`config.mk`:
```
export PLATFORM = sky130hd
export DESIGN_NAME = muldiv_unit
export DESIGN_NICKNAME = d
export VERILOG_FILES = /design/src/rtl/muldiv_pkg.sv /design/src/rtl/md_ctrl.sv /design/src/rtl/md_path.sv /design/src/rtl/muldiv_unit.sv
export SDC_FILE = /design/constraint.sdc
export NUM_CORES = 1
export LEC_CHECK = 0
export CELL_PAD_IN_SITES_DETAIL_PLACEMENT = 1
export CELL_PAD_IN_SITES_GLOBAL_PLACEMENT = 2
export CORE_AREA = 2 2 194 215
export DETAILED_ROUTE_END_ITERATION = 10
export DIE_AREA = 0 0 196 217
export GPL_ROUTABILITY_DRIVEN = 0
export GPL_TIMING_DRIVEN = 0
export PLACE_DENSITY_LB_ADDON = 0.1
export SLEW_MARGIN = 20
export SYNTH_ARGS = -nofsm -noshare
export SYNTH_HDL_FRONTEND = slang
export SYNTH_SLANG_ARGS = --single-unit
```
`constraint.sdc`:
```
create_clock -name clk -period 10.32 [get_ports clk]
set_input_delay 1.548 -clock clk [delete_from_list [all_inputs] [get_ports clk]]
set_output_delay 1.548 -clock clk [all_outputs]
set_load 0.01 [all_outputs]
```
`src/rtl/muldiv_pkg.sv`:
```
package muldiv_pkg;
  localparam logic [5:0] OP_MULT  = 6'd24;
  localparam logic [5:0] OP_MULTU = 6'd25;
  localparam logic [5:0] OP_DIV   = 6'd26;
  localparam logic [5:0] OP_DIVU  = 6'd27;
  localparam logic [5:0] RD_HI    = 6'd16;
  localparam logic [5:0] RD_LO    = 6'd18;

  // strobes from control to datapath
  typedef struct packed {
    logic load;      // capture operands and mode
    logic step;      // run one iteration
    logic finish;    // last iteration: write Hi/Lo
    logic selDiv;    // mode at load: divide
    logic selSigned; // mode at load: two's complement
  } mdStrobe_t;
endpackage

```
`src/rtl/md_ctrl.sv`:
```
module md_ctrl
  import muldiv_pkg::*;
#(
  parameter int ITER = 32
) (
  input  logic       clk,
  input  logic       rstN,
  input  logic       startValid,
  input  logic [5:0] startOp,
  output mdStrobe_t  strobe,
  output logic       busy,
  output logic       done
);
  localparam int CW = (ITER > 1) ? $clog2(ITER) : 1;
  localparam logic [CW-1:0] LAST = CW'(ITER - 1);

  logic [CW-1:0] iterCnt;
  logic legalOp, accept;

  assign legalOp = (startOp == OP_MULT) || (startOp == OP_MULTU) ||
                   (startOp == OP_DIV)  || (startOp == OP_DIVU);
  assign accept  = startValid && !busy && legalOp;

  always_comb begin
    strobe.load      = accept;
    strobe.step      = busy;
    strobe.finish    = busy && (iterCnt == LAST);
    strobe.selDiv    = startOp[1];
    strobe.selSigned = !startOp[0];
  end

  always_ff @(posedge clk or negedge rstN) begin
    if (!rstN) begin
      busy    <= 1'b0;
      done    <= 1'b0;
      iterCnt <= '0;
    end else begin
      done <= strobe.finish;
      if (accept) begin
        busy    <= 1'b1;
        iterCnt <= '0;
      end else if (busy) begin
        iterCnt <= iterCnt + 1'b1;
        if (strobe.finish) busy <= 1'b0;
      end
    end
  end
endmodule

```
`src/rtl/md_path.sv`:
```
module md_path
  import muldiv_pkg::*;
#(
  parameter int W = 32
) (
  input  logic         clk,
  input  logic         rstN,
  input  mdStrobe_t    strobe,
  input  logic [W-1:0] opA,
  input  logic [W-1:0] opB,
  output logic [W-1:0] hiReg,
  output logic [W-1:0] loReg,
  output logic         dzFlag
);
  logic [W:0]   accP;
  logic [W-1:0] accQ, divisorM;
  logic         modeDiv, negA, negB, bZero;

  logic [W:0]   mulSum, mulP, shifted, trial, nP;
  logic [W-1:0] nQ;
  logic         fits;
  logic [2*W-1:0] prod;
  logic [W-1:0] quo, rem;
  logic         ldNegA, ldNegB;

  assign ldNegA = strobe.selSigned && opA[W-1];
  assign ldNegB = strobe.selSigned && opB[W-1];

  // one iteration, shift-add or restoring subtract
  always_comb begin
    mulSum  = accP + {1'b0, divisorM};
    mulP    = accQ[0] ? mulSum : accP;
    shifted = {accP[W-1:0], accQ[W-1]};
    trial   = shifted - {1'b0, divisorM};
    fits    = !trial[W];
    if (modeDiv) begin
      nP = fits ? trial : shifted;
      nQ = {accQ[W-2:0], fits};
    end else begin
      nP = {1'b0, mulP[W:1]};
      nQ = {mulP[0], accQ[W-1:1]};
    end
  end

  // sign correction of the final values
  always_comb begin
    prod = {nP[W-1:0], nQ};
    if (negA ^ negB) prod = -prod;
    quo = nQ;
    if (negA ^ negB) quo = -quo;
    if (bZero) quo = '1;
    rem = nP[W-1:0];
    if (negA) rem = -rem;
  end

  always_ff @(posedge clk or negedge rstN) begin
    if (!rstN) begin
      accP     <= '0;
      accQ     <= '0;
      divisorM <= '0;
      modeDiv  <= 1'b0;
      negA     <= 1'b0;
      negB     <= 1'b0;
      bZero    <= 1'b0;
      hiReg    <= '0;
      loReg    <= '0;
      dzFlag   <= 1'b0;
    end else if (strobe.load) begin
      accP     <= '0;
      accQ     <= ldNegA ? -opA : opA;
      divisorM <= ldNegB ? -opB : opB;
      modeDiv  <= strobe.selDiv;
      negA     <= ldNegA;
      negB     <= ldNegB;
      bZero    <= strobe.selDiv && (opB == '0);
    end else if (strobe.step) begin
      accP <= nP;
      accQ <= nQ;
      if (strobe.finish) begin
        if (modeDiv) begin
          hiReg <= rem;
          loReg <= quo;
          if (bZero) dzFlag <= 1'b1;
        end else begin
          hiReg <= prod[2*W-1:W];
          loReg <= prod[W-1:0];
        end
      end
    end
  end
endmodule

```
`src/rtl/muldiv_unit.sv`:
```
module muldiv_unit
  import muldiv_pkg::*;
#(
  parameter int W = 32
) (
  input  logic         clk,
  input  logic         rstN,
  input  logic         startValid,
  input  logic [5:0]   startOp,
  input  logic [W-1:0] opA,
  input  logic [W-1:0] opB,
  input  logic         readValid,
  input  logic [5:0]   readFn,
  output logic [W-1:0] readData,
  output logic         stall,
  output logic         busy,
  output logic         done,
  output logic         divZeroFlag
);
  mdStrobe_t    strobe;
  logic [W-1:0] hiReg, loReg;

  md_ctrl #(.ITER(W)) u_ctrl (
    .clk(clk), .rstN(rstN), .startValid(startValid), .startOp(startOp),
    .strobe(strobe), .busy(busy), .done(done)
  );

  md_path #(.W(W)) u_path (
    .clk(clk), .rstN(rstN), .strobe(strobe), .opA(opA), .opB(opB),
    .hiReg(hiReg), .loReg(loReg), .dzFlag(divZeroFlag)
  );

  assign stall = readValid && busy;

  always_comb begin
    readData = '0;
    if (readValid && !busy) begin
      if (readFn == RD_HI)      readData = hiReg;
      else if (readFn == RD_LO) readData = loReg;
    end
  end
endmodule

```
---- Word level (Yosys, flattened, before mapping) ----
Cells that the tools add are included.
word-level totals
  register bits after elaboration ......... 173
  input bits .............................. 80
  word-level logic and storage cells ...... 72
cells by class
  $add $sub $neg .......................... 8
  equal/unequal tests ..................... 7
  multiplexer cells ....................... 24
  bitwise operators ....................... 2
  reduce and logical (&&, ||, !) cells .... 18
operators by type and width
  cell                   count
  $mux W32               13
  $mux W33               5
  $neg A32 Y32           4
  $mux W64               1
  $neg A64 Y64           1
  $eq A6 B5 Y1 const B   6
  $add A33 B32 Y33       1
  $sub A33 B32 Y33       1
  $logic_not A32 Y1      1
  $mux W5                2
  $logic_and A1 B1 Y1    8
  $add A5 B1 Y5 const B  1
  $eq A5 B5 Y1 const B   1
  $reduce_and A5 Y1      1
  $logic_not A1 Y1       3
  $logic_or A1 B1 Y1     3
  $mux W1                3
  $reduce_and A3 Y1      1
  $reduce_bool A2 Y1     1
  $not A1 Y1             1
  $xor A1 B1 Y1          1

---- Longest topological paths before layout ----
  word-level depth ........................ 7
  gate-level depth with buffers ........... 29
  gate-level depth less buffers ........... 27

---- By module ----
Synthesis repeated with hierarchy kept, for this count alone.
unflattened totals
  cell total of the unflattened synthesis .. 1982
  area total of the unflattened synthesis .. 15486.1 sq um
by module, submodules not included
  module       times used  cells each  area an instance (sq um)
  md_path      1           1868        14351.3
  muldiv_unit  1           79          750.7
  md_ctrl      1           35          384.1

---- Worst setup path after synthesis ----
Ideal clock, no wire load.
  path type ............................... flip-flop to flip-flop
  start ................................... register u_path.accP[4]
  end ..................................... register u_path.hiReg[26]
  data arrival time ....................... 5.154 ns
  setup slack ............................. 5.031 ns
  cell stages (with the launch flop) ...... 28
  cells stage by stage .................... dfrtp_1 ha_1 a211oi_2 o21ai_1 o211ai_1 nand4b_1 a31o_2 a21oi_1 nor2b_1 o21ai_0 nand2b_1 ha_1 buf_2 inv_2 nor2_1 clkbuf_1 a21oi_1 ha_1 nand3_1 nor3_1 and2_1 a41oi_1 nor3_1 a22oi_1 nor2b_1 a31oi_1 xnor2_1 o21ai_0
on the way
  longest elaborated chain between the ends .. 6
  elaborated cells between the ends (all ways) .. 12
RTL lines
  what                                                  RTL line                      RTL
  start: declaration                                    md_path.sv:15                 logic [W:0] accP;
  start signal: assignment                              md_path.sv:77                 accP <= nP;
  $sub A33 B32 Y33 or $add A33 B32 Y33 (tied branches)  md_path.sv:34, md_path.sv:31
  $mux W33, or another cell as far along                md_path.sv:37                 nP = fits ? trial : shifted;
  $mux W33 or $mux W32 (tied branches)                  md_path.sv:36                 if (modeDiv) begin
  $neg A64 Y64 or $neg A32 Y32 (tied branches)          md_path.sv:48, md_path.sv:53
  $mux W64 or $mux W32 (tied branches)                  md_path.sv:48, md_path.sv:53
  $mux W32 *                                            md_path.sv:80                 if (modeDiv) begin
  end signal: assignment                                md_path.sv:81                 hiReg <= rem;
  end signal: assignment                                md_path.sv:85                 hiReg <= prod[2*W-1:W];
  end: declaration                                      md_path.sv:11                 output logic [W-1:0] hiReg,
Every way passes the cells marked *; elsewhere a longest branch is shown, timed or not.
A chain may end at the register's enable or synchronous reset.

---- Worst setup path after layout ----
  start ................................... register u_path.divisorM[11]
  end ..................................... register u_path.hiReg[26]
on the way
  longest elaborated chain between the ends .. 6
  elaborated cells between the ends (all ways) .. 12
RTL lines
  what                                                  RTL line                      RTL
  start: declaration                                    md_path.sv:16                 logic [W-1:0] accQ, divisorM;
  start signal: assignment                              md_path.sv:71                 divisorM <= ldNegB ? -opB : opB;
  $sub A33 B32 Y33 or $add A33 B32 Y33 (tied branches)  md_path.sv:34, md_path.sv:31
  $mux W33, or another cell as far along                md_path.sv:37
  $mux W33 or $mux W32 (tied branches)                  md_path.sv:36
  $neg A64 Y64 or $neg A32 Y32 (tied branches)          md_path.sv:48, md_path.sv:53
  $mux W64 or $mux W32 (tied branches)                  md_path.sv:48, md_path.sv:53
  $mux W32 *                                            md_path.sv:80
Marked as above.

==> summary.txt <==
Run status
  • Status: completed

Logic synthesis
  • Mean Syn Cell Area: 7.72 um^2
  • Post-synthesis register bit count: 173
  • Net count after synthesis: 2175
  • Distinct cell type count after synthesis: 99
  • Synth Area in Compound Gates: 0.273
  • Largest family of logic cells by synthesized area: compound AO/OA/AOI/OAI gates
  • Sequential-to-total area share from yosys stat: 0.277
  • Mapped cell area: 15600 um^2
  • Synth Warn #: 0
  • Most used DFF post-synth: dfrtp_1
  • Ys async rst share: 1.00
  • Post-Synth Simple-Gate Area: 0.217
  • Cells after synthesis: 2022
  • EDFF count, synth: 0
  • Mux cell area share after synthesis: 0.0525
  • Synth Area in XOR/XNOR: 0.0735
  • Post-synthesis adder-cell area fraction: 0.0595

STA
  • Final hold vios: 0
  • FMAX: 0.121 GHz
  • TNS Setup: 0 ns
  • Setup violations, final: 0
  • Least-Margin Pin Slew: 1.07 ns
  • Tmin final: 8.23 ns
  • Max-Slew Margin vs Limit: 0.281
  • Final period util: 0.798
  • RSZ-0062 raised after global routing: false
  • Max-slew violations: 0
  • Skew final: 0.0112 ns

Worst setup path
  • Worst R2R Path Depth: 28
  • R2R Setup Slk: 2.09 ns
  • Reg-to-Reg Start: u_path.divisorM[11]
  • CP Data Required Time: 10.67 ns
  • Slowest stage cell on the critical path: a22oi_1
  • Worst stage delay on the critical path: 0.86 ns
  • Element type at the critical path start: flip-flop
  • Worst-path maximum fanout: 10
  • R2R Path End: u_path.hiReg[26]
  • Setup crit end kind: flip-flop
  • Crit path DAT: 8.58 ns
  • Kind of critical path: reg2reg

GRT
  • GR Util met3: 0.0567
  • GRT Total Usage: 0.317
  • M2 GR Usage: 0.509
  • Initial antenna violation count: 1
  • Gr ovfl total: 0
  • Vias in the first global route: 16.8k
  • Global-route wire length before repair: 102 mm
  • GR met1 Demand/Resource: 0.420
  • Pin count of the biggest net entering global routing: 89
  • Gr busiest metal: met2

CTS
  • CTS Sinks: 173
  • # Post-CTS Setup Buffers: 0
  • Post-CTS sizing: 0
  • CTS tree: yes
  • Skew-Pair Late Insertion Delay: 0.48 ns
  • CTS Buffer Depth: 2
  • Clk Tree Root Cell: clkbuf_16
  • CTS buffer count: 17
  • Hold buffer count at cts: 0
  • Clk slew on worst S/H paths: 0.08 ns
  • H-Tree Depth: 4

Die
  • Initial Util: 0.384
  • Chip height: 217 um
  • Num ports: 116
  • Core area: 40600 um^2
  • FP Rows: 78
  • Die Wd: 196 um
  • Die Area: 42500 um^2

Place
  • DP HPWL: 53.7 mm
  • DP Cell Count: 2657
  • PortBufs: 114

Power and ir drop
  • Cell Pwr Density: 394 nW/um^2
  • Leak Pwr: 0.00739 uW
  • Peak supply drop: 0.000164 V

Min path
  • Hold Crit Depth: 2
  • Hold path endpoint: u_path.hiReg[20]
  • Min-delay worst type: reg2reg
  • Worst hold path startpoint: u_path.hiReg[20]

Run
  • Number of max-cap violations: 0

Layout
  • Area growth syn-to-layout: 15.7%
  • Post-Layout Cell Count: 2689
  • Antenna Cells: 0
  • Final Net Count: 2309
  • Number of fill cells: 5019
  • Layout cells sized above 1: 0.0530

Detailed routing
  • DR vias: 16.5k
  • Drt drc: 0
  • Detail Route Antenna Nets: 0
  • WL/cell: 24.9 um
  • Initial DRC count: 1265
  • Vias/cell: 6.12
  • Post-Route WL: 66.9 mm
  • DR pass1 iterations: 5
## logic make-up (layout without fill, tap and decap cells)
logic type      after synthesis  in the layout
simple gates                720            720
compound gates              656            656
buf+inv                     188            335
flops                       173            173
xor+xnor                    131            131
mux                          81             81
fa+ha+maj                    73             73
## state kept, by name, indices dropped and copies added, names as in the netlist, 5 cells and up
name,count
u_ctrl.iterCnt,5
u_path.accP,33
u_path.accQ,32
u_path.divisorM,32
u_path.loReg,32
u_path.hiReg,32
## layer usage
layer	vias to the layer above	routed length, um
met5	-	0
met4	0	2630
met3	131	3960
met2	477	30300
met1	8228	30000
li1	7625	-
## stage by stage
step	hold slack [ns]	utilization	total power, uW	worst slack, ns	instance area, um^2
6_report	0.488	0.445	7110	2.09	18100
5_1_grt	0.516	0.445	7580	1.80	18100
4_1_cts	0.491	0.445	7000	2.45	18100
3_5_place_dp	0.472	0.430	6280	2.47	17400
3_3_place_gp	0.466	0.429	6160	0.176	17400
2_1_floorplan	0.448	-	4490	5.03	15600
## cells in the final DEF, fill, tap and decap left out, drive strengths merged, types with 9 or more instances in the layout
master	synthesis	final
or2	13	13
xor2	57	57
xnor2	74	74
o21a	15	15
o211ai	58	58
dfrtp	173	173
or3	16	16
nand4	22	22
nand3	40	40
o31ai	25	25
and2	12	12
clkdlybuf4s50	0	113
nand2	266	266
o22ai	16	16
buf	34	36
a211oi	28	28
nor2b	15	15
nor3b	9	9
mux2i	74	74
a21oi	164	164
a21o	22	22
nor2	193	193
ha	71	71
and3	13	13
inv	69	75
nor3	58	58
nand2b	19	19
o21ai	198	198
nor4	17	17
a31oi	28	28
a221oi	10	10
clkbuf	85	102
## critical path, delay by kind of cell, from the launching register on
family	cells	cell delay, ns
AND/OR/NAND/NOR	10	1.97
buffers and inverters	4	1.22
flip-flops	1	0.41
AO/OA/AOI/OAI	10	3.14
XOR/XNOR	1	0.19
adder cells (fa/ha/maj)	3	1.14
## area by class of cell
cell class	count	area, um^2	share of cell area
Clock inverter	15	195	0.0108
Timing Repair Buffer	115	1170	0.0650
Tap cell	520	651	0.0360
Multi-Input combinational cell	1661	10500	0.584
Buffer	119	489	0.0271
Clock buffer	17	425	0.0235
Inverter	69	259	0.0143
Sequential cell	173	4330	0.240
## cell usage after synthesis (all sizes together), types with 16 or more instances
master | instances | share of area
a211oi | 28 | 0.016
a21o | 22 | 0.011
a21oi | 164 | 0.053
a31oi | 28 | 0.012
buf | 34 | 0.011
clkbuf | 85 | 0.020
dfrtp | 173 | 0.28
ha | 71 | 0.057
inv | 69 | 0.017
mux2i | 74 | 0.047
nand2 | 266 | 0.064
nand2b | 19 | 0.0076
nand3 | 40 | 0.013
nand4 | 22 | 0.0088
nor2 | 193 | 0.047
nor3 | 58 | 0.019
nor4 | 17 | 0.0087
o211ai | 58 | 0.029
o21ai | 198 | 0.064
o22ai | 16 | 0.0064
o31ai | 25 | 0.013
or3 | 16 | 0.0067
xnor2 | 74 | 0.042
xor2 | 57 | 0.032
## power breakdown
group	switching [uW]	leakage (uW)	internal, uW
Clock	345	0.000300	350
Sequential	301	0.00201	931
Combinational	3510	0.00508	1680
Total	4150	0.00739	2960
## how the worst max path moves through the flow
stage          cells past startpoint  slack [ns]                start                to
6_report                          28        2.09  u_path.divisorM[11]  u_path.hiReg[26]
3_3_place_gp                       1        0.18                 rstN   u_path.accQ[15]
2_1_floorplan                     27        5.03       u_path.accP[4]  u_path.hiReg[26]
5_1_grt                           29        1.80      u_path.accQ[31]  u_path.hiReg[26]
4_1_cts                           27        2.45      u_path.accP[10]  u_path.hiReg[26]
3_5_place_dp                      27        2.47      u_path.accP[10]  u_path.hiReg[26]
Power figures use the tool's default switching activity.
